`src/rtl/wrs_pkg.sv`:
```
package wrs_pkg;
   typedef enum logic [1:0] {
      ST_IDLE     = 2'd0,
      ST_WAIT_BUS = 2'd1,
      ST_RESET    = 2'd2,
      ST_LATCH    = 2'd3
   } wrs_state_e;
endpackage

```
`src/rtl/wrs_bus_gate.sv`:
```
module wrs_bus_gate (
   input  logic in_wait,
   input  logic bus_active,
   input  logic rdy_used,
   input  logic rdy_n,
   input  logic ws_done,
   output logic abort,
   output logic bus_clear
);
   logic rdy_blocked;

   // READY sampled inactive after the wait states cuts the cycle short
   assign rdy_blocked = rdy_used & rdy_n & ws_done;
   assign abort       = in_wait & bus_active & rdy_blocked;
   assign bus_clear   = ~bus_active | rdy_blocked;
endmodule

```
`src/rtl/wrs_span_timer.sv`:
```
module wrs_span_timer #(
   parameter int unsigned SPAN = 1024
) (
   input  logic clk,
   input  logic rst_n,
   input  logic run,
   output logic done
);
   localparam int unsigned CNT_W = (SPAN > 2) ? $clog2(SPAN) : 1;
   localparam logic [CNT_W-1:0] LAST = CNT_W'(SPAN - 1);

   logic [CNT_W-1:0] cnt_q;

   always_ff @(posedge clk or negedge rst_n) begin
      if (!rst_n)      cnt_q <= '0;
      else if (!run)   cnt_q <= '0;
      else             cnt_q <= cnt_q + 1'b1;
   end

   assign done = run & (cnt_q == LAST);


   span_bound_chk: assert property (@(posedge clk) disable iff (!rst_n)
      run |-> (cnt_q <= LAST));
endmodule

```
`src/rtl/wrs_seq_fsm.sv`:
```
module wrs_seq_fsm
   import wrs_pkg::*;
(
   input  logic       clk,
   input  logic       rst_n,
   input  logic       wdt_ovf,
   input  logic       bus_active,
   input  logic       bus_clear,
   input  logic       span_done,
   output wrs_state_e state
);
   wrs_state_e st_q, st_d;

   always_comb begin
      st_d = st_q;
      unique case (st_q)
         ST_IDLE:     if (wdt_ovf) st_d = bus_active ? ST_WAIT_BUS : ST_RESET;
         ST_WAIT_BUS: if (bus_clear) st_d = ST_RESET;
         ST_RESET:    if (span_done) st_d = ST_LATCH;
         ST_LATCH:    st_d = ST_IDLE;
         default:     st_d = ST_IDLE;
      endcase
   end

   always_ff @(posedge clk or negedge rst_n) begin
      if (!rst_n) st_q <= ST_IDLE;
      else        st_q <= st_d;
   end

   assign state = st_q;


   busy_ignore_chk: assert property (@(posedge clk) disable iff (!rst_n)
      (st_q == ST_RESET && !span_done) |=> (st_q == ST_RESET));
endmodule

```
`src/rtl/wdt_rst_seq.sv`:
```
module wdt_rst_seq
   import wrs_pkg::*;
#(
   parameter int unsigned RST_CYCLES = 1024,
   parameter int unsigned CFG_W      = 5
) (
   input  logic             clk,
   input  logic             rst_n,
   input  logic             wdt_ovf,
   input  logic             bus_active,
   input  logic             bus_rdy_used,
   input  logic             bus_rdy_n,
   input  logic             bus_ws_done,
   input  logic             rpd_hi,
   input  logic             bidir_en,
   input  logic             rst_out_clr,
   input  logic [CFG_W-1:0] cfg_in,
   output logic             int_rst,
   output logic             bus_abort,
   output logic             pin_drive_en,
   output logic             cfg_strobe,
   output logic [CFG_W-1:0] cfg_q,
   output logic             rst_out
);
   generate
      if (RST_CYCLES < 2) begin : g_bad_span
         $error("RST_CYCLES must be at least 2");
      end
      if (CFG_W < 1 || CFG_W > 16) begin : g_bad_cfg
         $error("CFG_W must lie in 1..16");
      end
   endgenerate

   wrs_state_e state;
   logic       bus_clear;
   logic       span_done;
   logic       hold_q;
   logic [CFG_W-1:0] cfg_r;

   wrs_bus_gate u_gate (
      .in_wait   (state == ST_WAIT_BUS),
      .bus_active(bus_active),
      .rdy_used  (bus_rdy_used),
      .rdy_n     (bus_rdy_n),
      .ws_done   (bus_ws_done),
      .abort     (bus_abort),
      .bus_clear (bus_clear)
   );

   wrs_seq_fsm u_fsm (
      .clk       (clk),
      .rst_n     (rst_n),
      .wdt_ovf   (wdt_ovf),
      .bus_active(bus_active),
      .bus_clear (bus_clear),
      .span_done (span_done),
      .state     (state)
   );

   wrs_span_timer #(.SPAN(RST_CYCLES)) u_timer (
      .clk  (clk),
      .rst_n(rst_n),
      .run  (state == ST_RESET),
      .done (span_done)
   );

   assign int_rst      = (state == ST_RESET);
   assign cfg_strobe   = (state == ST_LATCH);
   assign pin_drive_en = int_rst & bidir_en & rpd_hi;

   // sticky reset-out, released by software only once idle
   always_ff @(posedge clk or negedge rst_n) begin
      if (!rst_n)                               hold_q <= 1'b0;
      else if (int_rst)                         hold_q <= 1'b1;
      else if (state == ST_IDLE && rst_out_clr) hold_q <= 1'b0;
   end
   assign rst_out = hold_q | int_rst;

   always_ff @(posedge clk or negedge rst_n) begin
      if (!rst_n)          cfg_r <= '0;
      else if (cfg_strobe) cfg_r <= cfg_in;
   end
   assign cfg_q = cfg_r;

   // checker-only run length counter for R6
   int unsigned run_len_q;
   always_ff @(posedge clk or negedge rst_n) begin
      if (!rst_n)       run_len_q <= 0;
      else if (int_rst) run_len_q <= run_len_q + 1;
      else              run_len_q <= 0;
   end


   abort_then_reset_chk: assert property (@(posedge clk) disable iff (!rst_n)
      bus_abort |=> int_rst);

   start_bus_free_chk: assert property (@(posedge clk) disable iff (!rst_n)
      $rose(int_rst) |-> $past(!bus_active || bus_abort));

   span_len_chk: assert property (@(posedge clk) disable iff (!rst_n)
      $fell(int_rst) |-> (run_len_q == RST_CYCLES));

   strobe_after_chk: assert property (@(posedge clk) disable iff (!rst_n)
      $fell(int_rst) |-> cfg_strobe);

   strobe_single_chk: assert property (@(posedge clk) disable iff (!rst_n)
      cfg_strobe |=> !cfg_strobe);

   pin_gate_chk: assert property (@(posedge clk) disable iff (!rst_n)
      pin_drive_en |-> (int_rst && bidir_en && rpd_hi));

   out_cover_chk: assert property (@(posedge clk) disable iff (!rst_n)
      int_rst |-> rst_out);

   out_release_chk: assert property (@(posedge clk) disable iff (!rst_n)
      $fell(rst_out) |-> $past(rst_out_clr));
endmodule

```
`config.mk`:
```
export PLATFORM = sky130hd
export DESIGN_NAME = wdt_rst_seq
export DESIGN_NICKNAME = d
export VERILOG_FILES = /design/src/rtl/wrs_pkg.sv /design/src/rtl/wrs_bus_gate.sv /design/src/rtl/wrs_span_timer.sv /design/src/rtl/wrs_seq_fsm.sv /design/src/rtl/wdt_rst_seq.sv
export SDC_FILE = /design/constraint.sdc
export NUM_CORES = 1
export LEC_CHECK = 0
export BUFFER_PORTS_ARGS = -buffer_cell sky130_fd_sc_hd__buf_2
export CAP_MARGIN = 15
export CORE_MARGIN = 1.5
export CORE_UTILIZATION = 34
export DETAILED_ROUTE_END_ITERATION = 16
export PLACE_DENSITY_LB_ADDON = 0.05
export SLEW_MARGIN = 0
export SYNTH_ARGS = -nofsm -noshare
export SYNTH_HDL_FRONTEND = slang
export SYNTH_SLANG_ARGS = --single-unit
```
`constraint.sdc`:
```
create_clock -name clk -period 4.3 [get_ports clk]
set_clock_uncertainty 0.1 [all_clocks]
set_input_delay 0.215 -clock clk [delete_from_list [all_inputs] [get_ports clk]]
set_output_delay 0.215 -clock clk [all_outputs]
set_load 0.02 [all_outputs]
```
=== Yosys cells after proc, flatten, opt, wreduce, memory -nomap -nowiden ===
Cells that the tools add are included.
Widths: inputs -> output; s select.

* Flip-flop bits (word level): 18
* Input bits: 15
* Output and inout bits: 10
* Word-level logic and storage cells: 34

* Add/sub/neg operators: 1
* Equal/unequal tests: 7
* Multiplexer cells: 8
* Bitwise gates (word level): 10
* Reduce and logical (&&, ||, !) cells: 4

{| class="wikitable"
|+ Operator list
! kind !! number
|-
| $add 10x1->10 const B || 1
|-
| $eq 10x10->1 const B || 1
|-
| $mux 10 || 1
|-
| $mux 2 || 4
|-
| $pmux 2 s4 || 1
|-
| $and 1x1->1 || 7
|-
| $eq 2x2->1 const B || 2
|-
| $ne 2x2->1 const B || 2
|-
| $reduce_and 3->1 || 1
|-
| $eq 2x1->1 const B || 1
|-
| $logic_not 2->1 || 1
|-
| $mux 1 || 2
|-
| $ne 2x1->1 const B || 1
|-
| $or 1x1->1 || 2
|-
| $reduce_bool 2->1 || 1
|-
| $logic_and 1x1->1 || 1
|-
| $not 1->1 || 1
|}

=== Logic depth before layout (Yosys ltp) ===
Gate-level depths: netlist of the first run.

* Depth in word-level cells: 5
* Mapped depth: 6
* Depth with buffers taken out: 6

=== By module ===
A second synthesis of the first run with hierarchy kept.

* Cell total of the unflattened synthesis: 86
* Area total of the unflattened synthesis: 937.1 um^2

{| class="wikitable"
|+ Modules (own cells, without submodules)
! module !! instances !! cells an instance !! area an instance (um^2)
|-
| wrs_span_timer || 1 || 47 || 471.7
|-
| wdt_rst_seq || 1 || 19 || 281.5
|-
| wrs_seq_fsm || 1 || 16 || 160.2
|-
| wrs_bus_gate || 1 || 4 || 23.8
|}

=== Least setup slack after synthesis of the first run ===
Ideal clock, no wire load.

* Kind: reg2reg
* Start point: register u_timer.cnt_q[0]
* End point: register u_fsm.st_q[0] (netlist: u_fsm.state[0])
* Library setup time: 0.079 ns
* Arrival time: 1.356 ns
* Setup slack: 2.765 ns
* Stages on the path, launching flop included: 6
* Path buffers: 0
* Clock period less this slack: 1.535 ns
* Cell sequence: dfrtp_1 -> ha_1 -> and4_4 -> nand4_4 -> a221oi_4 -> mux2i_1

* Cells in the longest elaborated chain, start to end: 4

{| class="wikitable"
|+ RTL lines
! element !! line !! RTL
|-
| start: declaration || wrs_span_timer.sv:12 || <nowiki>logic [CNT_W-1:0] cnt_q;</nowiki>
|-
| start signal: assignment || wrs_span_timer.sv:17 || <nowiki>else cnt_q <= cnt_q + 1'b1;</nowiki>
|-
| $eq 10x10->1 || wrs_span_timer.sv:20 || <nowiki>assign done = run & (cnt_q == LAST);</nowiki>
|-
| $and 1x1->1 || wrs_span_timer.sv:20 ||
|-
| $ne 2x1->1 (no source line) || -- ||
|-
| $reduce_and 3->1 (no source line) || -- ||
|-
| end signal: assignment || wrs_seq_fsm.sv:27 || <nowiki>else st_q <= st_d;</nowiki>
|-
| end: declaration || wrs_seq_fsm.sv:12 || <nowiki>wrs_state_e st_q, st_d;</nowiki>
|}

Every way passes these cells.
A chain may end at the register's enable or synchronous reset.

=== Worst setup path after layout of the first run ===
* Start point: register u_fsm.st_q[0] (netlist: u_fsm.state[0])
* End point: output port pin_drive_en

* Cells in the longest elaborated chain, start to end: 3

{| class="wikitable"
|+ RTL lines
! element !! line !! RTL
|-
| $eq 2x2->1 || wdt_rst_seq.sv:67 || <nowiki>assign int_rst = (state == ST_RESET);</nowiki>
|-
| $and 1x1->1 (2 in series) || wdt_rst_seq.sv:69 || <nowiki>assign pin_drive_en = int_rst & bidir_en & rpd_hi;</nowiki>
|-
| end: declaration || wdt_rst_seq.sv:20 || <nowiki>output logic pin_drive_en,</nowiki>
|}

Every way passes these cells.

==> impl_metrics.prom, run 1 <==
# TYPE chip_impl_metric gauge
chip_impl_metric{name="asyncSetResetFlopFracSynth",unit="%"} 100
chip_impl_info{name="clock_tree_from_tritoncts",value="yes"} 1
chip_impl_info{name="critical_path_class",value="reg -> out"} 1
chip_impl_metric{name="ys_seq_area_share",unit="%"} 48.1
chip_impl_metric{name="fin_setup_tns",unit="ns"} 0
chip_impl_metric{name="design.die.area",unit="sq um"} 3080
chip_impl_info{name="crit-reg2reg-capture",value="u_fsm.state[1]"} 1
chip_impl_info{name="status",value="completed"} 1
chip_impl_metric{name="route.vias.total",unit=""} 629
chip_impl_metric{name="tritoncts.num_buffers",unit=""} 3
chip_impl_metric{name="antenna_nets_post_route",unit=""} 0
chip_impl_metric{name="synth_xor_area_share",unit="%"} 6.55
chip_impl_metric{name="internal-power",unit="W"} 0.000377
chip_impl_metric{name="io_buffers",unit=""} 24
chip_impl_metric{name="htreeDepth",unit=""} 1
chip_impl_metric{name="post-dp-hpwl",unit="um"} 1170
chip_impl_info{name="layout.cells.most_common_list",value="buf_2 (24), dfrtp_1 (18), and2_1 (8), nand2_1 (7), ha_1 (6)"} 1
chip_impl_info{name="cts.root.buffer_cell",value="clkbuf_4"} 1
chip_impl_metric{name="die_x",unit="um"} 55.5
chip_impl_info{name="main_combinational_cell_family_by_area_after_synthesis",value="simple AND/OR/NAND/NOR gates"} 1
chip_impl_metric{name="synth.ff_latch_count",unit=""} 18
chip_impl_metric{name="power.leakage",unit="nW"} 0.577
chip_impl_metric{name="finish.instance_area",unit="sq um"} 1120
chip_impl_info{name="crit_chain",value="inv_1 -> ha_1 -> and3_1 -> buf_2"} 1
chip_impl_info{name="r2r-start",value="u_timer.cnt_q[0]"} 1
chip_impl_metric{name="worst_setup_hold_path_clk_slew",unit="ns"} 0.10
chip_impl_metric{name="seqPwrFrac",unit="%"} 39.8
chip_impl_metric{name="worst_pin_slew",unit="ns"} 0.544
chip_impl_info{name="postSynth.topFlopCell",value="dfrtp_1"} 1
chip_impl_metric{name="yosysWarnings",unit=""} 0
chip_impl_metric{name="sw_power",unit="W"} 0.000233
chip_impl_metric{name="cts.repair.resized",unit=""} 0
chip_impl_metric{name="initial_utilization",unit="%"} 36.8
chip_impl_metric{name="maxSlewViolCount",unit=""} 0
chip_impl_metric{name="via_per_inst",unit=""} 4.63
chip_impl_metric{name="timing.critical_path.fanout_max",unit=""} 16
chip_impl_metric{name="first_pass_iters",unit=""} 2
chip_impl_metric{name="pin_count_of_the_biggest_net_entering_global_routing",unit=""} 19
chip_impl_metric{name="worst-r2r-setup-slack",unit="ns"} 2.64
chip_impl_metric{name="synthToLayoutAreaGrowth",unit="%"} 19.9
chip_impl_metric{name="slew_headroom",unit="%"} 63.7
chip_impl_metric{name="layout_worst_path_cycle_share",unit="%"} 47.5
chip_impl_metric{name="power_per_cell_area",unit="nW/um^2"} 544
chip_impl_metric{name="netlist_instances",unit=""} 79
chip_impl_metric{name="clk-insertion-delay-late",unit="ns"} 0.29
chip_impl_metric{name="detail_route.wl_per_cell",unit="um"} 11.6
chip_impl_metric{name="gpl.final_weighted_congestion",unit=""} 0.677
chip_impl_metric{name="synth_enable_flop_cells",unit=""} 0
chip_impl_metric{name="grt_pass1_wl",unit="um"} 2770
chip_impl_info{name="crit_path_end_kind",value="output pin"} 1
chip_impl_metric{name="post_synth_instance_area",unit="sq um"} 936
chip_impl_metric{name="synth_fp_nets",unit=""} 100
chip_impl_metric{name="fp.coreArea",unit="sq um"} 2540
chip_impl_metric{name="max-vdd-ir-drop",unit="mV"} 0.398
chip_impl_info{name="crit_path_top_delay_cell",value="ha_1"} 1
chip_impl_info{name="min-delay-path-class",value="in -> reg"} 1
chip_impl_metric{name="io_pins",unit=""} 25
chip_impl_metric{name="grt_antenna_before_repair",unit=""} 0
chip_impl_metric{name="timing_hold_violations_final",unit=""} 0
chip_impl_metric{name="antenna_cells",unit=""} 0
chip_impl_metric{name="fp-row-count",unit=""} 18
chip_impl_metric{name="clock.fmax",unit="MHz"} 490
chip_impl_metric{name="grt_pass1_vias",unit=""} 632
chip_impl_metric{name="setup-violations-final",unit=""} 0
chip_impl_metric{name="cts_setup_buffers",unit=""} 0
chip_impl_metric{name="synth_fa_ha_area_share",unit="%"} 8.02
chip_impl_metric{name="drive_above_1_share",unit="%"} 34.9
chip_impl_info{name="mostFrequentLayoutCell",value="buf_2"} 1
chip_impl_metric{name="global_route.usage.total",unit="%"} 11.7
chip_impl_metric{name="combPwrFrac",unit="%"} 46.7
chip_impl_metric{name="worst-endpoint-arrival",unit="ns"} 1.73
chip_impl_metric{name="drt_iter0_markers",unit=""} 4
chip_impl_metric{name="power_frac_clock",unit="%"} 13.5
chip_impl_metric{name="final_period_minus_worst_setup_slack",unit="ns"} 2.04
chip_impl_metric{name="worst-r2r-cell-count",unit=""} 5
chip_impl_metric{name="tritoncts_num_sinks",unit=""} 18
chip_impl_metric{name="routed_wirelength",unit="um"} 1580
chip_impl_info{name="setup.worst_path.start_class",value="register"} 1
chip_impl_metric{name="max_cap_violations",unit=""} 0
chip_impl_metric{name="number_of_distinct_library_cell_variants_in_the_gate_level_netlist_after_synthesis",unit=""} 24
chip_impl_metric{name="floorplan.die.height",unit="um"} 55.5
chip_impl_metric{name="synthesis.area_per_instance",unit="sq um"} 11.8
chip_impl_metric{name="nNetsFinal",unit=""} 129
chip_impl_metric{name="gr-total-overflow",unit=""} 0
chip_impl_info{name="crit_end",value="pin_drive_en"} 1
chip_impl_metric{name="cp_slowest_stage_delay",unit="ns"} 0.52
chip_impl_metric{name="placed_area",unit="sq um"} 1090
chip_impl_metric{name="synthMuxAreaShare",unit="%"} 10.3
chip_impl_metric{name="post_synth_and_or_nand_nor_area_fraction",unit="%"} 20.1
chip_impl_metric{name="cp_data_required_time",unit="ns"} 3.98
chip_impl_metric{name="detail_route.drc_violations",unit=""} 0
chip_impl_metric{name="compound_gate_fraction_of_synth_area",unit="%"} 4.95
chip_impl_metric{name="maximum_count_of_clock_buffers_along_a_single_path",unit=""} 2
chip_impl_metric{name="switch_share",unit="%"} 38.2
chip_impl_info{name="crit_start",value="u_fsm.state[0]"} 1
chip_impl_info{name="rsz_0062_raised_after_global_routing",value="no"} 1
## synth_stat cells, drive strengths merged (2+ instances only)
library cell  instances  area share, %
and3                  2            1.3
xnor2                 4            3.7
mux2                  5            6.0
nand3                 4            2.1
nor2b                 2            1.3
ha                    6            8.0
xor2                  3            2.8
mux2i                 4            4.3
nand2                 7            2.8
dfrtp                18             48
inv                   4            1.6
and2                  8            5.3
## layout make-up
type,instances,area (sq um)
Clock buffer,3,22.5
Timing Repair Buffer,25,130
Multi-Input combinational cell,56,467
Tap cell,30,37.5
Fill cell,261,1420
Inverter,4,15.0
Sequential cell,18,450
## cell families after synthesis
| group | count (synthesis) |
|---|---|
| buf+inv | 5 |
| fa+ha+maj | 6 |
| simple gates | 30 |
| compound gates | 4 |
| mux | 9 |
| flops | 18 |
| xor+xnor | 7 |
## power groups by stage
stage | registers, W | logic, W | clock network (W)
floorplan | 0.000275 | 0.000184 | 0
global placement | 0.000245 | 0.000290 | 0
detailed placement | 0.000248 | 0.000287 | 0
CTS | 0.000244 | 0.000291 | 0.0000886
global route | 0.000253 | 0.000312 | 0.0000968
finish | 0.000243 | 0.000285 | 0.0000824
## critical path, delay by kind of cell, from the launching register on
family / cells / cell delay, ns
adder cells (fa/ha/maj): 1 / 0.52
buffers and inverters: 2 / 0.28
AND/OR/NAND/NOR: 1 / 0.23
flip-flops: 1 / 0.41
## state kept, by name (all words and copies together) (netlist names)
register / flops
cfg_q: 5
u_fsm.state: 2
hold_q: 1
u_timer.cnt_q: 10
## worst min-delay path by stage
stage,slack (ns),endpoint,from,cells after the start
2_1_floorplan,-0.18,cfg_q[0],rst_n,0
3_3_place_gp,0.08,u_timer.cnt_q[5],rst_n,1
3_5_place_dp,0.08,u_timer.cnt_q[5],rst_n,1
4_1_cts,0.04,cfg_q[4],cfg_in[4],2
5_1_grt,0.03,cfg_q[3],cfg_in[3],2
6_report,0.05,cfg_q[4],cfg_in[4],2
## what timing repair did
| item | in CTS | in global routing |
|---|---|---|
| hold endpoints to repair | 18 | 0 |
| hold buffers | 1 | 0 |
| setup endpoints to repair | 0 | 0 |
## routing by layer
metal / vias up / GRT usage (%) / share of wire [%]
met5: - / 0 / 0
met4: 0 / 6.27 / 0.95
met1: 288 / 15.7 / 49
met3: 2 / 2.81 / 5.4
li1: 321 / - / -
met2: 18 / 17.2 / 44
## per-stage QoR
stage	hold slack [ns]	power, W	std cells	setup WS [ns]	util [%]
floorplan	-0.181	0.000459	79	2.76	-
global placement	0.0805	0.000535	132	2.59	42.8
detailed placement	0.0774	0.000535	132	2.56	42.8
CTS	0.0363	0.000624	136	2.22	44.1
global route	0.0326	0.000661	136	2.10	44.1
finish	0.0546	0.000611	136	2.26	44.1
Note: power is estimated with default switching activity, not from simulation.
==> inputs of run 2 (changes only) <==
==> constraint.sdc (replaced) <==
create_clock -name clk -period 1.6 [get_ports clk]
set_clock_uncertainty 0.1 [all_clocks]
set_input_delay 0.08 -clock clk [delete_from_list [all_inputs] [get_ports clk]]
set_output_delay 0.08 -clock clk [all_outputs]
set_load 0.02 [all_outputs]
==> run 2 against run 1 <==
Sequential share of layout area fell by 4.4 points. Combinational power rose to 3.3 times the previous value. Utilization rose by 5.6 points. Via count rose by 9.7%. First-iteration DRC count rose by 50%. Register-to-register slack got worse by 2.6 ns. Non-clock buffer count rose by 14. Largest power group unchanged.
==> impl_metrics.prom, run 2 (synthesis gave the netlist of run 1 again) <==
# TYPE chip_impl_metric gauge
chip_impl_info{name="crit_path_end_kind",value="register"} 1
chip_impl_metric{name="grt_pass1_vias",unit=""} 661
chip_impl_metric{name="cp_data_required_time",unit="ns"} 1.72
chip_impl_metric{name="drive_above_1_share",unit="%"} 41.7
chip_impl_metric{name="worst-endpoint-arrival",unit="ns"} 1.68
chip_impl_metric{name="layout_setup_ws",unit="ns"} 0.0337
chip_impl_metric{name="drt_iter0_markers",unit=""} 6
chip_impl_info{name="mostFrequentLayoutCell",value="buf_2"} 1
chip_impl_metric{name="worst_setup_hold_path_clk_slew",unit="ns"} 0.10
chip_impl_metric{name="clk-insertion-delay-late",unit="ns"} 0.29
chip_impl_info{name="setup.worst_path.start_class",value="register"} 1
chip_impl_metric{name="antenna_nets_post_route",unit=""} 0
chip_impl_info{name="r2r-start",value="u_timer.cnt_q[1]"} 1
chip_impl_metric{name="timing.hold.worst_path_depth",unit=""} 3
chip_impl_metric{name="clock.fmax",unit="MHz"} 638
chip_impl_metric{name="final_period_minus_worst_setup_slack",unit="ns"} 1.57
chip_impl_metric{name="die_x",unit="um"} 55.5
chip_impl_metric{name="via_per_inst",unit=""} 4.60
chip_impl_metric{name="worst-r2r-cell-count",unit=""} 5
chip_impl_info{name="crit_chain",value="ha_2 -> and4_4 -> nand4_4 -> a221oi_4 -> mux2i_1"} 1
chip_impl_metric{name="htreeDepth",unit=""} 1
chip_impl_info{name="crit_path_top_delay_cell",value="dfrtp_1"} 1
chip_impl_metric{name="io_buffers",unit=""} 24
chip_impl_info{name="status",value="completed"} 1
chip_impl_metric{name="tritoncts.num_buffers",unit=""} 3
chip_impl_metric{name="layout_worst_path_cycle_share",unit="%"} 97.9
chip_impl_metric{name="route.vias.total",unit=""} 690
chip_impl_info{name="crit-reg2reg-capture",value="u_fsm.state[1]"} 1
chip_impl_metric{name="placed_area",unit="sq um"} 1120
chip_impl_metric{name="setup-violations-final",unit=""} 0
chip_impl_metric{name="fp-row-count",unit=""} 18
chip_impl_metric{name="holdWs",unit="ns"} 0.0242
chip_impl_metric{name="cp_slowest_stage_delay",unit="ns"} 0.38
chip_impl_metric{name="initial_utilization",unit="%"} 36.8
chip_impl_metric{name="finish.instance_area",unit="sq um"} 1260
chip_impl_metric{name="detail_route.drc_violations",unit=""} 0
chip_impl_metric{name="slew_headroom",unit="%"} 73.4
chip_impl_info{name="topRoutingLayerUsed",value="met4"} 1
chip_impl_metric{name="grt_pass1_wl",unit="um"} 2860
chip_impl_metric{name="pin_count_of_the_biggest_net_entering_global_routing",unit=""} 19
chip_impl_metric{name="nNetsFinal",unit=""} 143
chip_impl_metric{name="floorplan.die.height",unit="um"} 55.5
chip_impl_metric{name="global_route.usage.total",unit="%"} 12.0
chip_impl_metric{name="tritoncts_num_sinks",unit=""} 18
chip_impl_info{name="rsz_0062_raised_after_global_routing",value="yes"} 1
chip_impl_metric{name="worst-r2r-setup-slack",unit="ns"} 0.03
chip_impl_metric{name="power_per_cell_area",unit="nW/um^2"} 1450
chip_impl_metric{name="m1WireLength",unit="um"} 851
chip_impl_info{name="layout.cells.most_common_list",value="buf_2 (23), dfrtp_1 (17), and2_1 (8), buf_4 (8)"} 1
chip_impl_metric{name="maxSlewViolCount",unit=""} 0
chip_impl_metric{name="gr-total-overflow",unit=""} 0
chip_impl_info{name="clock_tree_from_tritoncts",value="yes"} 1
chip_impl_info{name="largest-register",value="u_timer.cnt_q"} 1
chip_impl_info{name="critical_path_class",value="reg -> reg"} 1
chip_impl_info{name="timing.hold.worst_endpoint",value="u_fsm.state[0]"} 1
chip_impl_metric{name="worst_pin_slew",unit="ns"} 0.400
chip_impl_metric{name="fp.coreArea",unit="sq um"} 2540
chip_impl_metric{name="detail_route.wl_per_cell",unit="um"} 11.6
chip_impl_metric{name="design.die.area",unit="sq um"} 3080
chip_impl_metric{name="power.leakage",unit="nW"} 0.642
chip_impl_metric{name="routed-wl-met2",unit="um"} 752
chip_impl_metric{name="design_power_total",unit="W"} 0.00183
chip_impl_metric{name="io_pins",unit=""} 25
chip_impl_metric{name="gpl.final_weighted_congestion",unit=""} 0.672
chip_impl_metric{name="max-vdd-ir-drop",unit="mV"} 0.911
chip_impl_info{name="cts.root.buffer_cell",value="clkbuf_4"} 1
chip_impl_metric{name="place_worst_setup_slack",unit="ns"} 0.0486
chip_impl_metric{name="timing_hold_violations_final",unit=""} 0
chip_impl_metric{name="post-dp-hpwl",unit="um"} 1290
chip_impl_metric{name="grt_antenna_before_repair",unit=""} 0
chip_impl_metric{name="antenna_cells",unit=""} 0
chip_impl_metric{name="first_pass_iters",unit=""} 3
chip_impl_metric{name="largest_register_ffs",unit=""} 10
chip_impl_metric{name="max_cap_violations",unit=""} 0
chip_impl_metric{name="synthToLayoutAreaGrowth",unit="%"} 35.2
chip_impl_info{name="hold_start",value="bus_active"} 1
chip_impl_metric{name="maximum_count_of_clock_buffers_along_a_single_path",unit=""} 2
chip_impl_metric{name="timing.critical_path.fanout_max",unit=""} 3
chip_impl_info{name="min-delay-path-class",value="in -> reg"} 1
chip_impl_metric{name="met3_wirelength",unit="um"} 101
chip_impl_metric{name="routed_wirelength",unit="um"} 1740
==> run 2: cell count changes in the layout (fill, tap and decap cells not counted) <==
| cell | change |
|---|---|
| ha_1 | -2 |
| dfrtp_1 | -1 |
| dlygate4sd3_1 | +6 |
| dfrtp_2 | +1 |
| buf_4 | +8 |
| ha_4 | +1 |
| ha_2 | +1 |
| buf_2 | -1 |
| inv_2 | +2 |
| inv_1 | -2 |
| buf_6 | +1 |
==> run 2: critical path, delay by kind of cell (launching register included) <==
family	cells	cell delay, ns
DFF	1	0.38
and+or+nand+nor	2	0.34
adders and majority gates	1	0.18
muxes	1	0.21
AOI/OAI and AO/OA	1	0.28
==> run 2: per-layer routing <==
layer / up-vias / global-route usage, %
li1: 350 / -
met1: 314 / 16.4
met2: 21 / 17.2
met4: 0 / 6.27
met3: 5 / 3.28
met5: - / 0
==> run 2: how the worst max path moves through the flow <==
stage / to / from
CTS: u_fsm.state[0] / u_timer.cnt_q[1]
floorplan: u_fsm.state[0] / u_timer.cnt_q[0]
global route: u_fsm.state[1] / u_timer.cnt_q[1]
finish: u_fsm.state[1] / u_timer.cnt_q[1]
detailed placement: u_fsm.state[0] / u_timer.cnt_q[1]
global placement: u_fsm.state[0] / u_timer.cnt_q[1]
==> run 2: final cells by class <==
cell class / count / area (sq um)
fill: 252 / 1280
timing repair buffer: 39 / 256
multi-input combinational: 56 / 482
tap: 30 / 37.5
sequential: 18 / 452
clock buffer: 3 / 22.5
inverter: 4 / 15.0
==> run 2: report_power, final <==
part	internal (W)	switching [W]
Combinational	0.000478	0.000466
Sequential	0.000584	0.0000807
Clock	0.0000876	0.000137
Total	0.00115	0.000684
==> run 2: what timing repair did <==
| item | CTS | global route |
|---|---|---|
| endpoints found under the setup margin | 3 | 4 |
| pin swaps | 0 | 1 |
| hold endpoints to repair | 24 | 0 |
| setup buffers | 1 | 3 |
| hold buffers | 7 | 0 |
| cloned | 0 | 0 |
| gates resized for setup | 3 | 5 |
==> run 2: through the flow <==
step                      utilization [%]  TNS [ns]  std cells
after floorplan                         -         0         79
after global placement               44.0         0        136
after detailed placement             44.0         0        136
after CTS                            48.4         0        147
after global routing                 49.7   -0.0893        150
final                                49.7         0        150
